`config.mk`:
```
export PLATFORM = sky130hd
export DESIGN_NAME = freq_sweep_seq
export DESIGN_NICKNAME = d
export VERILOG_FILES = /design/src/rtl/freq_sweep_pkg.sv /design/src/rtl/sweep_cfg_regs.sv /design/src/rtl/sweep_code_stepper.sv /design/src/rtl/settle_timer.sv /design/src/rtl/sample_window.sv /design/src/rtl/freq_sweep_seq.sv
export SDC_FILE = /design/constraint.sdc
export NUM_CORES = 1
export LEC_CHECK = 0
export BUFFER_PORTS_ARGS = -buffer_cell sky130_fd_sc_hd__buf_4
export CORE_AREA = 2 2 142 144
export CTS_BUF_LIST = sky130_fd_sc_hd__clkbuf_8
export DETAILED_ROUTE_END_ITERATION = 10
export DIE_AREA = 0 0 144 146
export MAX_ROUTING_LAYER = met4
export PLACE_DENSITY = 0.59
export SLEW_MARGIN = 20
export SYNTH_ARGS = -nofsm -noshare
export SYNTH_HDL_FRONTEND = slang
export SYNTH_SLANG_ARGS = --single-unit
```
`constraint.sdc`:
```
create_clock -name clk -period 3.1 [get_ports clk]
set_input_delay 0.93 -clock clk [delete_from_list [all_inputs] [get_ports clk]]
set_output_delay 0.93 -clock clk [all_outputs]
set_load 0.02 [all_outputs]
```
`src/rtl/freq_sweep_pkg.sv`:
```
package freq_sweep_pkg;
  typedef enum logic [1:0] {
    CMD_NONE   = 2'd0,
    CMD_BEGIN  = 2'd1,
    CMD_STEP   = 2'd2,
    CMD_REPEAT = 2'd3
  } cmd_e;

  typedef enum logic [1:0] {
    PH_IDLE   = 2'd0,
    PH_SETTLE = 2'd1,
    PH_SAMPLE = 2'd2,
    PH_DONE   = 2'd3
  } phase_e;

  localparam logic [1:0] SEL_START = 2'd0;
  localparam logic [1:0] SEL_STEP  = 2'd1;
  localparam logic [1:0] SEL_COUNT = 2'd2;
  localparam logic [1:0] SEL_SETTL = 2'd3;
endpackage

```
`src/rtl/sweep_cfg_regs.sv`:
```
module sweep_cfg_regs
  import freq_sweep_pkg::*;
#(
  parameter int FREQ_W = 24,
  parameter int CNT_W  = 9
) (
  input  logic              clk,
  input  logic              we,
  input  logic [1:0]        sel,
  input  logic [FREQ_W-1:0] wdata,
  output logic [FREQ_W-1:0] start_code,
  output logic [FREQ_W-1:0] step_code,
  output logic [CNT_W-1:0]  step_count,
  output logic [CNT_W-1:0]  settle_n,
  output logic [1:0]        settle_mul
);
  // Configuration is deliberately left out of reset.
  always_ff @(posedge clk) begin
    if (we) begin
      unique case (sel)
        SEL_START: start_code <= wdata;
        SEL_STEP:  step_code  <= wdata;
        SEL_COUNT: step_count <= wdata[CNT_W-1:0];
        SEL_SETTL: begin
          settle_n   <= wdata[CNT_W-1:0];
          settle_mul <= wdata[CNT_W+1:CNT_W];
        end
        default: ;
      endcase
    end
  end
endmodule

```
`src/rtl/sweep_code_stepper.sv`:
```
module sweep_code_stepper #(
  parameter int FREQ_W = 24,
  parameter int CNT_W  = 9
) (
  input  logic              clk,
  input  logic              rst,
  input  logic              load,
  input  logic              step,
  input  logic [FREQ_W-1:0] start_code,
  input  logic [FREQ_W-1:0] step_code,
  output logic [FREQ_W-1:0] freq_code,
  output logic [CNT_W-1:0]  point_idx
);
  always_ff @(posedge clk) begin
    if (rst) begin
      freq_code <= '0;
      point_idx <= '0;
    end else if (load) begin
      freq_code <= start_code;
      point_idx <= '0;
    end else if (step) begin
      freq_code <= freq_code + step_code;
      point_idx <= point_idx + 1'b1;
    end
  end
endmodule

```
`src/rtl/settle_timer.sv`:
```
module settle_timer #(
  parameter int CNT_W = 9,
  localparam int TGT_W = CNT_W + 2
) (
  input  logic             clk,
  input  logic             rst,
  input  logic             clear,
  input  logic             enable,
  input  logic             tick,
  input  logic [CNT_W-1:0] n,
  input  logic [1:0]       mul,
  output logic             expired
);
  logic [TGT_W-1:0] target;
  logic [TGT_W-1:0] count;

  // Multiplier code 10 falls back to x1.
  always_comb begin
    unique case (mul)
      2'b01:   target = {1'b0, n, 1'b0};
      2'b11:   target = {n, 2'b00};
      default: target = {2'b00, n};
    endcase
  end

  always_ff @(posedge clk) begin
    if (rst || clear) begin
      count <= '0;
    end else if (enable && tick && (count < target)) begin
      count <= count + 1'b1;
    end
  end

  assign expired = enable && (count >= target);
endmodule

```
`src/rtl/sample_window.sv`:
```
module sample_window #(
  parameter int NSAMP = 1024,
  localparam int SW = (NSAMP > 1) ? $clog2(NSAMP) : 1
) (
  input  logic clk,
  input  logic rst,
  input  logic clear,
  input  logic enable,
  input  logic valid,
  output logic last
);
  localparam logic [SW-1:0] LAST_IDX = SW'(NSAMP - 1);
  logic [SW-1:0] count;

  always_ff @(posedge clk) begin
    if (rst || clear) begin
      count <= '0;
    end else if (enable && valid) begin
      count <= (count == LAST_IDX) ? '0 : count + 1'b1;
    end
  end

  assign last = enable && valid && (count == LAST_IDX);
endmodule

```
`src/rtl/freq_sweep_seq.sv`:
```
module freq_sweep_seq
  import freq_sweep_pkg::*;
#(
  parameter int FREQ_W = 24,
  parameter int CNT_W  = 9,
  parameter int RES_W  = 16,
  parameter int NSAMP  = 1024
) (
  input  logic              clk,
  input  logic              rst,
  input  logic              cfg_we,
  input  logic [1:0]        cfg_sel,
  input  logic [FREQ_W-1:0] cfg_wdata,
  input  logic              cmd_valid,
  input  logic [1:0]        cmd_code,
  input  logic              exc_tick,
  input  logic              smp_valid,
  input  logic [RES_W-1:0]  dft_re,
  input  logic [RES_W-1:0]  dft_im,
  output logic [FREQ_W-1:0] freq_code,
  output logic [CNT_W-1:0]  point_idx,
  output logic              settling,
  output logic              sampling,
  output logic              point_done,
  output logic              sweep_done,
  output logic [RES_W-1:0]  res_re,
  output logic [RES_W-1:0]  res_im
);
  logic [FREQ_W-1:0] start_code, step_code;
  logic [CNT_W-1:0]  step_count, settle_n;
  logic [1:0]        settle_mul;
  phase_e            phase;
  logic              go_begin, go_step, go_repeat, restart;
  logic              at_last, delay_over, window_last;

  sweep_cfg_regs #(.FREQ_W(FREQ_W), .CNT_W(CNT_W)) u_cfg (
    .clk(clk), .we(cfg_we), .sel(cfg_sel), .wdata(cfg_wdata),
    .start_code(start_code), .step_code(step_code), .step_count(step_count),
    .settle_n(settle_n), .settle_mul(settle_mul)
  );

  assign at_last   = (point_idx >= step_count);
  assign go_begin  = cmd_valid && (cmd_code == CMD_BEGIN);
  assign go_step   = cmd_valid && (cmd_code == CMD_STEP) &&
                     (phase != PH_IDLE) && !at_last;
  assign go_repeat = cmd_valid && (cmd_code == CMD_REPEAT) && (phase != PH_IDLE);
  assign restart   = go_begin || go_step || go_repeat;

  sweep_code_stepper #(.FREQ_W(FREQ_W), .CNT_W(CNT_W)) u_code (
    .clk(clk), .rst(rst), .load(go_begin), .step(go_step),
    .start_code(start_code), .step_code(step_code),
    .freq_code(freq_code), .point_idx(point_idx)
  );

  settle_timer #(.CNT_W(CNT_W)) u_settle (
    .clk(clk), .rst(rst), .clear(restart), .enable(phase == PH_SETTLE),
    .tick(exc_tick), .n(settle_n), .mul(settle_mul), .expired(delay_over)
  );

  sample_window #(.NSAMP(NSAMP)) u_window (
    .clk(clk), .rst(rst), .clear(restart), .enable(phase == PH_SAMPLE),
    .valid(smp_valid), .last(window_last)
  );

  always_ff @(posedge clk) begin
    if (rst) begin
      phase      <= PH_IDLE;
      point_done <= 1'b0;
      sweep_done <= 1'b0;
      res_re     <= '0;
      res_im     <= '0;
    end else if (restart) begin
      phase      <= PH_SETTLE;
      point_done <= 1'b0;
      sweep_done <= 1'b0;
    end else begin
      unique case (phase)
        PH_SETTLE: if (delay_over) phase <= PH_SAMPLE;
        PH_SAMPLE: if (window_last) begin
          phase      <= PH_DONE;
          point_done <= 1'b1;
          sweep_done <= at_last;
          res_re     <= dft_re;
          res_im     <= dft_im;
        end
        default: ;
      endcase
    end
  end

  assign settling = (phase == PH_SETTLE);
  assign sampling = (phase == PH_SAMPLE);
endmodule

```
Word-level counts from Yosys, hierarchy flattened
Cells that the tools add are included.

storage, ports and cells
  register bits = 158
  bits of input ports = 66
  output and inout port bits = 69
  logic and storage cells = 76

operators by class
  $add $sub $neg = 4
  order comparisons = 3
  equality and inequality tests = 15
  muxes and demuxes = 8
  bitwise logic cells = 1
  reductions and logical operators = 30

operators with widths
  operator                                        number
  two-way mux 24 bit                              2
  adder 24 bit                                    1
  case mux 11 bit (2 select lines)                1
  == test 2 bit (second input constant)           6
  adder 11 x 1 -> 11 bit (second input constant)  1
  greater-or-equal comparator 11 bit              1
  logical AND 1 bit                               11
  < comparator 11 bit                             1
  adder 10 x 1 -> 10 bit (second input constant)  1
  == test 10 bit (second input constant)          1
  two-way mux 10 bit                              1
  AND reduction 2 bit                             5
  adder 9 x 1 -> 9 bit (second input constant)    1
  greater-or-equal comparator 9 bit               1
  AND reduction 3 bit                             3
  == test 2 x 1 -> 1 bit (second input constant)  4
  != test 3 x 2 -> 1 bit (second input constant)  2
  nonzero test 2 bit                              3
  two-way mux 2 bit                               2
  != test 2 bit (second input constant)           2
  case mux 2 bit (2 select lines)                 1
  OR reduction 2 bit                              2
  logical OR 1 bit                                3
  nonzero test 3 bit                              1
  4 further kinds                                 4

Logic depth before layout (Yosys ltp)
Gate-level depths: netlist of the first run.

  word-level depth = 8
  depth in mapped cells = 13

Hierarchy
A second synthesis of the first run with hierarchy kept.

second synthesis, totals
  cells, all modules = 923
  area total of the unflattened synthesis = 8775.9 um2

by module, submodules not included
  module              instances  cells an instance  area an instance (um2)  seq. area each (um2)
  sweep_code_stepper  1          342                2648.8                  660.6
  freq_sweep_seq      1          323                2544.9                  720.7
  sweep_cfg_regs      1          72                 2079.5                  2042.0
  settle_timer        1          128                989.7                   220.2
  sample_window       1          58                 513.0                   200.2

Worst setup path before layout of the first run
Ideal clock, no wire load.

  path type = input to register
  from = input cfg_sel[1]
  to = register u_cfg.start_code[0], enable pin
  setup time = 441 ps
  arrival = 2758 ps
  required time = 2659 ps
  path slack = -99 ps
  stages on the path = 1
  cell sequence = nor3b_1

between the ends
  longest elaborated chain between the ends = 2

RTL lines
  element                        RTL line              source
  start, declared                freq_sweep_seq.sv:12  input logic [1:0] cfg_sel,
  zero test 2 bit                sweep_cfg_regs.sv:20  unique case (sel)
  AND reduction 2 bit (no line)  --
  end signal, assigned           sweep_cfg_regs.sv:21  SEL_START: start_code <= wdata;
  end, declared                  sweep_cfg_regs.sv:11  output logic [FREQ_W-1:0] start_code,

Every way passes these cells.
A chain may end at the register's enable or synchronous reset.

Final worst setup path of the first run
  from = register u_code.freq_code[0]
  to = register u_code.freq_code[22]

between the ends
  longest elaborated chain between the ends = 3

RTL lines
  element                 RTL line                  source
  start, declared         sweep_code_stepper.sv:11  output logic [FREQ_W-1:0] freq_code,
  start signal, assigned  sweep_code_stepper.sv:19  freq_code <= start_code;
  start signal, assigned  sweep_code_stepper.sv:22  freq_code <= freq_code + step_code;
  adder 24 bit            sweep_code_stepper.sv:22
  two-way mux 24 bit      sweep_code_stepper.sv:21  end else if (step) begin
  two-way mux 24 bit      sweep_code_stepper.sv:18  end else if (load) begin

Every way passes these cells. The select of a mux whose other input is x is not followed.

==> impl_metrics.tcl, run 1 <==
set metrics [dict create \
    die_area_um2 21000 \
    die_x_um 144 \
    num_antenna_cells 0 \
    met2_wirelength_mm 8.27 \
    synth.avg_cell_area_um2 10.2 \
    multi_input_area_um2 3610 \
    yosys-top-cells-area "edfxtp_1 27%, dfxtp_1 23%, ha_1 7.5%" \
    cts-root-buf "clkbuf_8" \
    status "finished, final reports clean" \
    wl_mm 18.0 \
    synth_most_common_cell "nand2_1" \
    fin_setup_tns_ns 0 \
    p_leak_nw 3.85 \
    peakVddDrop_mv 0.261 \
    synth_top_family_by_area "compound AO/OA/AOI/OAI gates" \
    slew_viol_final 0 \
    synth-simple-area-share_pct 15.7 \
    wl_met3_um 865 \
    antenna_found_initial 0 \
    synth_compound_area_share_pct 16.5 \
    power_w 0.00436 \
    die_h_um 146 \
    crit_fanout 3 \
    required_ns 3.45 \
    top_layer "met4" \
    routedWlPerCell_um 15.4 \
    num_vias 5822 \
    synthTopCellsByCount "96 x nand2_1, 90 x dfxtp_1, 78 x nor2_1" \
    path_class "reg -> reg" \
    grt_pass1_wl_mm 28.6 \
    synth.distinct_cells 67 \
    final_net_count 1009 \
    drive_above_1_share_pct 25.4 \
    critPathCaptureType "flop" \
    clock-sinks 158 \
    finalClockSkew_ns 0.0117 \
    yosysSeqAreaShare_pct 50.0 \
    fin_crit_sh_pct 92.4 \
    synthXorXnorAreaFrac_pct 4.44 \
    placement.io_buffers 134 \
    clk_pin_slew_ns 0.09 \
    drc 0 \
    io_pins 135 \
    hold_viol 0 \
    cts_hold_buf 0 \
    yosysTopAreaCellShare_pct 26.5 \
    fp.coreArea_um2 19300 \
    fin_cells 1174 \
    min_period_ns 2.86 \
    synth_mux_area_share_pct 2.23 \
    cts_buffer_depth 2 \
    critPathLaunchType "flop" \
    grt.overflow.total 0 \
    grt_use_total_pct 18.0 \
    fill_cells 1870 \
    cts_buffers 17 \
    synthCells 757 \
    max-cap-violations 0 \
    via_per_inst 4.96 \
    fin_area_um2 9440 \
    dr.first_iter.drc_count 225 \
    hold_class "reg -> reg" \
    finalSetupViolations 0 \
    syn_to_final_growth_pct 22.6 \
    hpwl_mm 13.0 \
    max_slew_margin_pct 45.7 \
    postCtsSetupRepairBufs 0 \
    dpl_cell_area_um2 9000 \
    cp_cell_sequence "ha_1, inv_1, fa_1, nand2b_1, a21oi_2, o31ai_2, a21boi_1, o211ai_2, a31oi_4, a311oi_1, xor2_1, a2111oi_2" \
    ys_seq_elements 158 \
    drt_pass1_iterations 5 \
    clock_latency_ns 0.46 \
    seqCellArea_um2 3840 \
    async_flop_share_pct 0 \
    worstMarginPinSlew_ns 0.811 \
    grt_max_degree 33 \
    final_util_pct 48.8 \
    final_antenna_net_count 0 \
    fmax_mhz 349 \
    grt_pass1_vias 5597 \
    ys.flop_type "dfxtp_1" \
    synth_fp_nets 870 \
    yosys_warnings 0 \
    synth_top_area_cell "edfxtp_1" \
    cpPeakStageDelay_ns 0.39 \
    h-tree-depth 4 \
    arrival_ns 3.21 \
    met1_length_mm 8.63 \
    cts_tree "built" \
    cellPowerDensity_nw_per_um2 462 \
    placed_cells 1142 \
    post_cts_resized 0 \
    floorplan.initialDensity_pct 39.8 \
    rows 51 \
    synth_adder_area_share_pct 7.74 \
    syn-cell-area_um2 7690 \
    synth_edf_count 68 \
    rsz0062_at_grt "false" \
    place_congestion 0.809 \
    cp_slowest_cell "fa_1" \
]
## cell families (layout without fill, tap and decap cells)
kind of cell | after synthesis | in the layout
simple gates | 262 | 262
xor+xnor | 39 | 39
fa+ha+maj | 47 | 47
flops | 158 | 158
buf+inv | 54 | 206
compound gates | 180 | 180
mux | 17 | 17
## worst max-delay path: cells and delay by family (launching register included)
kind | cells | cell delay [ns]
compound gates | 7 | 1.32
simple gates | 1 | 0.21
xor+xnor | 1 | 0.17
buf+inv | 1 | 0.07
fa+ha+maj | 2 | 0.61
flops | 1 | 0.37
## area by class of cell
cell class | count | share of cell area (%)
flip-flops and latches | 158 | 40.7
multi-input cells | 545 | 38.2
well taps | 265 | 3.51
repair buffers | 152 | 12.2
clock buffers | 20 | 2.92
inverters | 22 | 0.875
clock inverters | 12 | 1.51
## flip-flops by register name, summed over array words and instances (netlist names)
signal,flops
phase,2
point_done,1
res_im,16
res_re,16
sweep_done,1
u_cfg.settle_mul,2
u_cfg.settle_n,9
u_cfg.start_code,24
u_cfg.step_code,24
u_cfg.step_count,9
u_code.freq_code,24
u_code.point_idx,9
u_settle.count,11
u_window.count,10
## cells in the final DEF (no fill, tap or decap), drive strengths merged, types with 12 or more instances in the layout
master,instances
ha,46
clkbuf,20
nand2,108
inv,26
dfxtp,90
xor2,21
edfxtp,68
a21oi,73
xnor2,18
nor2,78
nand3,12
a21o,23
o21ai,31
mux2i,16
buf,152
## layer usage
metal,GRT usage (%),up-vias
li1,-,2972
met1,23.8,2701
met2,27.9,132
met3,4.11,17
met4,4.71,0
met5,-,-
## power by group
| group | internal [W] | switching, W |
|---|---|---|
| Clock | 0.000854 | 0.000760 |
| Combinational | 0.000210 | 0.000265 |
| Sequential | 0.00223 | 0.0000379 |
## metrics by stage
step	hold WS [ns]	setup slack (ns)
finish	0.452	0.235
global route	0.472	0.00434
CTS	0.457	0.157
detailed placement	0.446	0.201
global placement	0.439	0.315
floorplan	0.471	0.168
## final timing paths
check | startpoint | end | slack, ns | cells after the start
hold / removal | res_im[4] | res_im[4] | 0.45 | 2
setup / recovery | u_code.freq_code[0] | u_code.freq_code[22] | 0.24 | 12
setup reg to reg | u_code.freq_code[0] | u_code.freq_code[22] | 0.24 | 12
hold reg to reg | res_im[4] | res_im[4] | 0.45 | 2
Power figures use the tool's default switching activity.
==> run 2, diff against run 1 <==
- ABC_CLOCK_PERIOD_IN_PS: unset -> 3100
- CORE_AREA: 2 2 142 144 -> 2 2 156 173
- DIE_AREA: 0 0 144 146 -> 0 0 158 175
- PLACE_DENSITY: 0.59 -> 0.46
==> run 2 against run 1 <==
Global-route usage fell by 2.5 points. Combinational power increased by 3%. Core utilization decreased by 12 points. Count of clock-buffer cells in the layout down 2. Via count is 0.22% lower. Routed wire length grew 12%. Cell area increased by 1.8%. Cell count is 7.9% higher. Largest power group unchanged. Total power barely moved. Register-to-register slack better by 0.02 ns. Highest routed layer unchanged. Clock power hardly changed. Non-clock buffer count grew 6.
==> impl_metrics.tcl, run 2 (same netlist as run 1, synthesis figures left out) <==
set metrics [dict create \
    status "finished, final reports clean" \
    syn_to_final_growth_pct 24.8 \
    placed_cells 1230 \
    r2r_end "u_settle.count[6]" \
    antenna_found_initial 0 \
    die_area_um2 27700 \
    final_util_pct 37.1 \
    use_met2_pct 25.3 \
    dp_slack_ns 0.163 \
    grt_pass1_wl_mm 32.1 \
    drc 0 \
    hpwl_mm 14.7 \
    r2r-start "u_cfg.settle_mul[1]" \
    required_ns 3.49 \
    timing.critical_path.from "u_cfg.settle_mul[1]" \
    fin_crit_sh_pct 91.7 \
    p_leak_nw 3.87 \
    clkPwrFrac_pct 36.6 \
    hold_viol 0 \
    most-common-layout-cells "156 x buf_4, 96 x nand2_1, 90 x dfxtp_1" \
    grt.overflow.total 0 \
    num_antenna_cells 0 \
    die_x_um 158 \
    reg.largest.list "u_cfg.start_code x24, u_cfg.step_code x24, u_code.freq_code x24" \
    wl_mm 20.2 \
    slew_viol_final 0 \
    critPathLaunchType "flop" \
    p_comb_share_pct 11.3 \
    via_per_inst 4.58 \
    power_w 0.00436 \
    fill_cells 2716 \
    max-cap-violations 0 \
    rows 62 \
    worstMarginPinSlew_ns 0.826 \
    max_slew_margin_pct 45.0 \
    grt_max_degree 33 \
    min_period_ns 2.84 \
    clock_latency_ns 0.46 \
    die_h_um 175 \
    drt_pass1_iterations 5 \
    grt_use_total_pct 15.5 \
    dr.first_iter.drc_count 208 \
    fp.coreArea_um2 25900 \
    power.share.switching_pct 26.5 \
    finalClockSkew_ns 0.0188 \
    finalSetupViolations 0 \
    place_congestion 0.786 \
    p_int_w 0.00320 \
    cts_buffer_depth 2 \
    final_net_count 1015 \
    cts-root-buf "clkbuf_8" \
    final_antenna_net_count 0 \
    worstRegToRegCells 12 \
    final_common_cell "buf_4" \
    num_vias 5809 \
    critPathCaptureType "flop" \
    cellPowerDensity_nw_per_um2 454 \
    clock-sinks 158 \
    arrival_ns 3.23 \
    hold_class "reg -> reg" \
    seqPwrFrac_pct 52.1 \
    crit_end "u_settle.count[6]" \
    grt.busiest_layer "met2" \
    io_pins 135 \
    floorplan.initialDensity_pct 29.7 \
    cts_hold_buf 0 \
    grt_use_met3_pct 3.15 \
    r2r_setup_slack_ns 0.26 \
    h-tree-depth 4 \
    met1_usage_pct 19.2 \
    grt_pass1_vias 5864 \
    path_class "reg -> reg" \
    routedWlPerCell_um 15.9 \
    power.switching_w 0.00116 \
    fmax_mhz 352 \
    cts_tree "built" \
    placement.io_buffers 134 \
    cts_buffers 17 \
    worst_slack_ns 0.258 \
    crit_fanout 7 \
    drive_above_1_share_pct 26.3 \
    peakVddDrop_mv 0.213 \
    fin_cells 1267 \
    clk_pin_slew_ns 0.09 \
]
run 2: changes by cell type in the layout (fill, tap and decap cells not counted), sizes merged:
| cell | previous run | this run |
|---|---|---|
| clkbuf | 20 | 18 |
| inv | 26 | 28 |
| bufinv | 3 | 2 |
| clkinvlp | 0 | 1 |
| buf | 152 | 158 |
run 2: critical path, stage by stage, from the launching register on:
cell,delay [ns]
edfxtp_1,0.43
buf_4,0.20
mux2i_1,0.20
nand2_1,0.06
o21ai_0,0.12
ha_1,0.29
a21o_1,0.16
a21o_1,0.17
a21oi_1,0.20
o2111a_2,0.26
nand4_2,0.19
or3_1,0.35
a21oi_1,0.15
run 2: repair_timing:
item                                    in CTS  in global routing
gates resized for setup                      0                  5
endpoints found under the setup margin       0                  8
buffers inserted                             0                  5
hold endpoints to repair                     0                  0
run 2: area by class of cell:
cell class / instances / area, um^2 / area share, %
tap: 352 / 440 / 4.59
clock inverter: 14 / 154 / 1.60
clock buffer: 18 / 248 / 2.58
multi-input combinational: 545 / 3620 / 37.7
inverter: 22 / 82.6 / 0.860
sequential: 158 / 3840 / 40.0
timing repair buffer: 158 / 1210 / 12.6
run 2: metrics by stage:
step | hold WS [ns] | cell area [um^2] | TNS [ns]
3_3_place_gp | 0.440 | 9130 | 0
4_1_cts | 0.457 | 9540 | 0
3_5_place_dp | 0.443 | 9130 | 0
2_1_floorplan | 0.471 | 7700 | 0
6_report | 0.455 | 9600 | 0
5_1_grt | 0.476 | 9600 | -0.00139
run 2: power by group through the flow:
stage	Sequential (W)	Clock, W	Combinational, W
detailed placement	0.00232	0	0.000486
finish	0.00227	0.00160	0.000492
CTS	0.00227	0.00166	0.000491
global placement	0.00232	0	0.000490
global route	0.00228	0.00174	0.000546
floorplan	0.00233	0	0.000275
run 2: worst min-delay path by stage:
stage / startpoint / cells after the start / end / slack [ns]
after floorplan: u_cfg.start_code[1] / 2 / u_code.freq_code[1] / 0.47
after global placement: res_re[4] / 2 / res_re[4] / 0.44
after detailed placement: res_im[3] / 2 / res_im[3] / 0.44
after CTS: res_im[3] / 2 / res_im[3] / 0.46
after global routing: res_re[14] / 2 / res_re[14] / 0.48
final: res_im[6] / 2 / res_im[6] / 0.45
run 2: layer usage:
metal / vias up / share of wire, %
li1: 2978 / -
met1: 2720 / 46
met2: 90 / 50
met3: 21 / 2.8
met4: 0 / 1.8
met5: - / 0
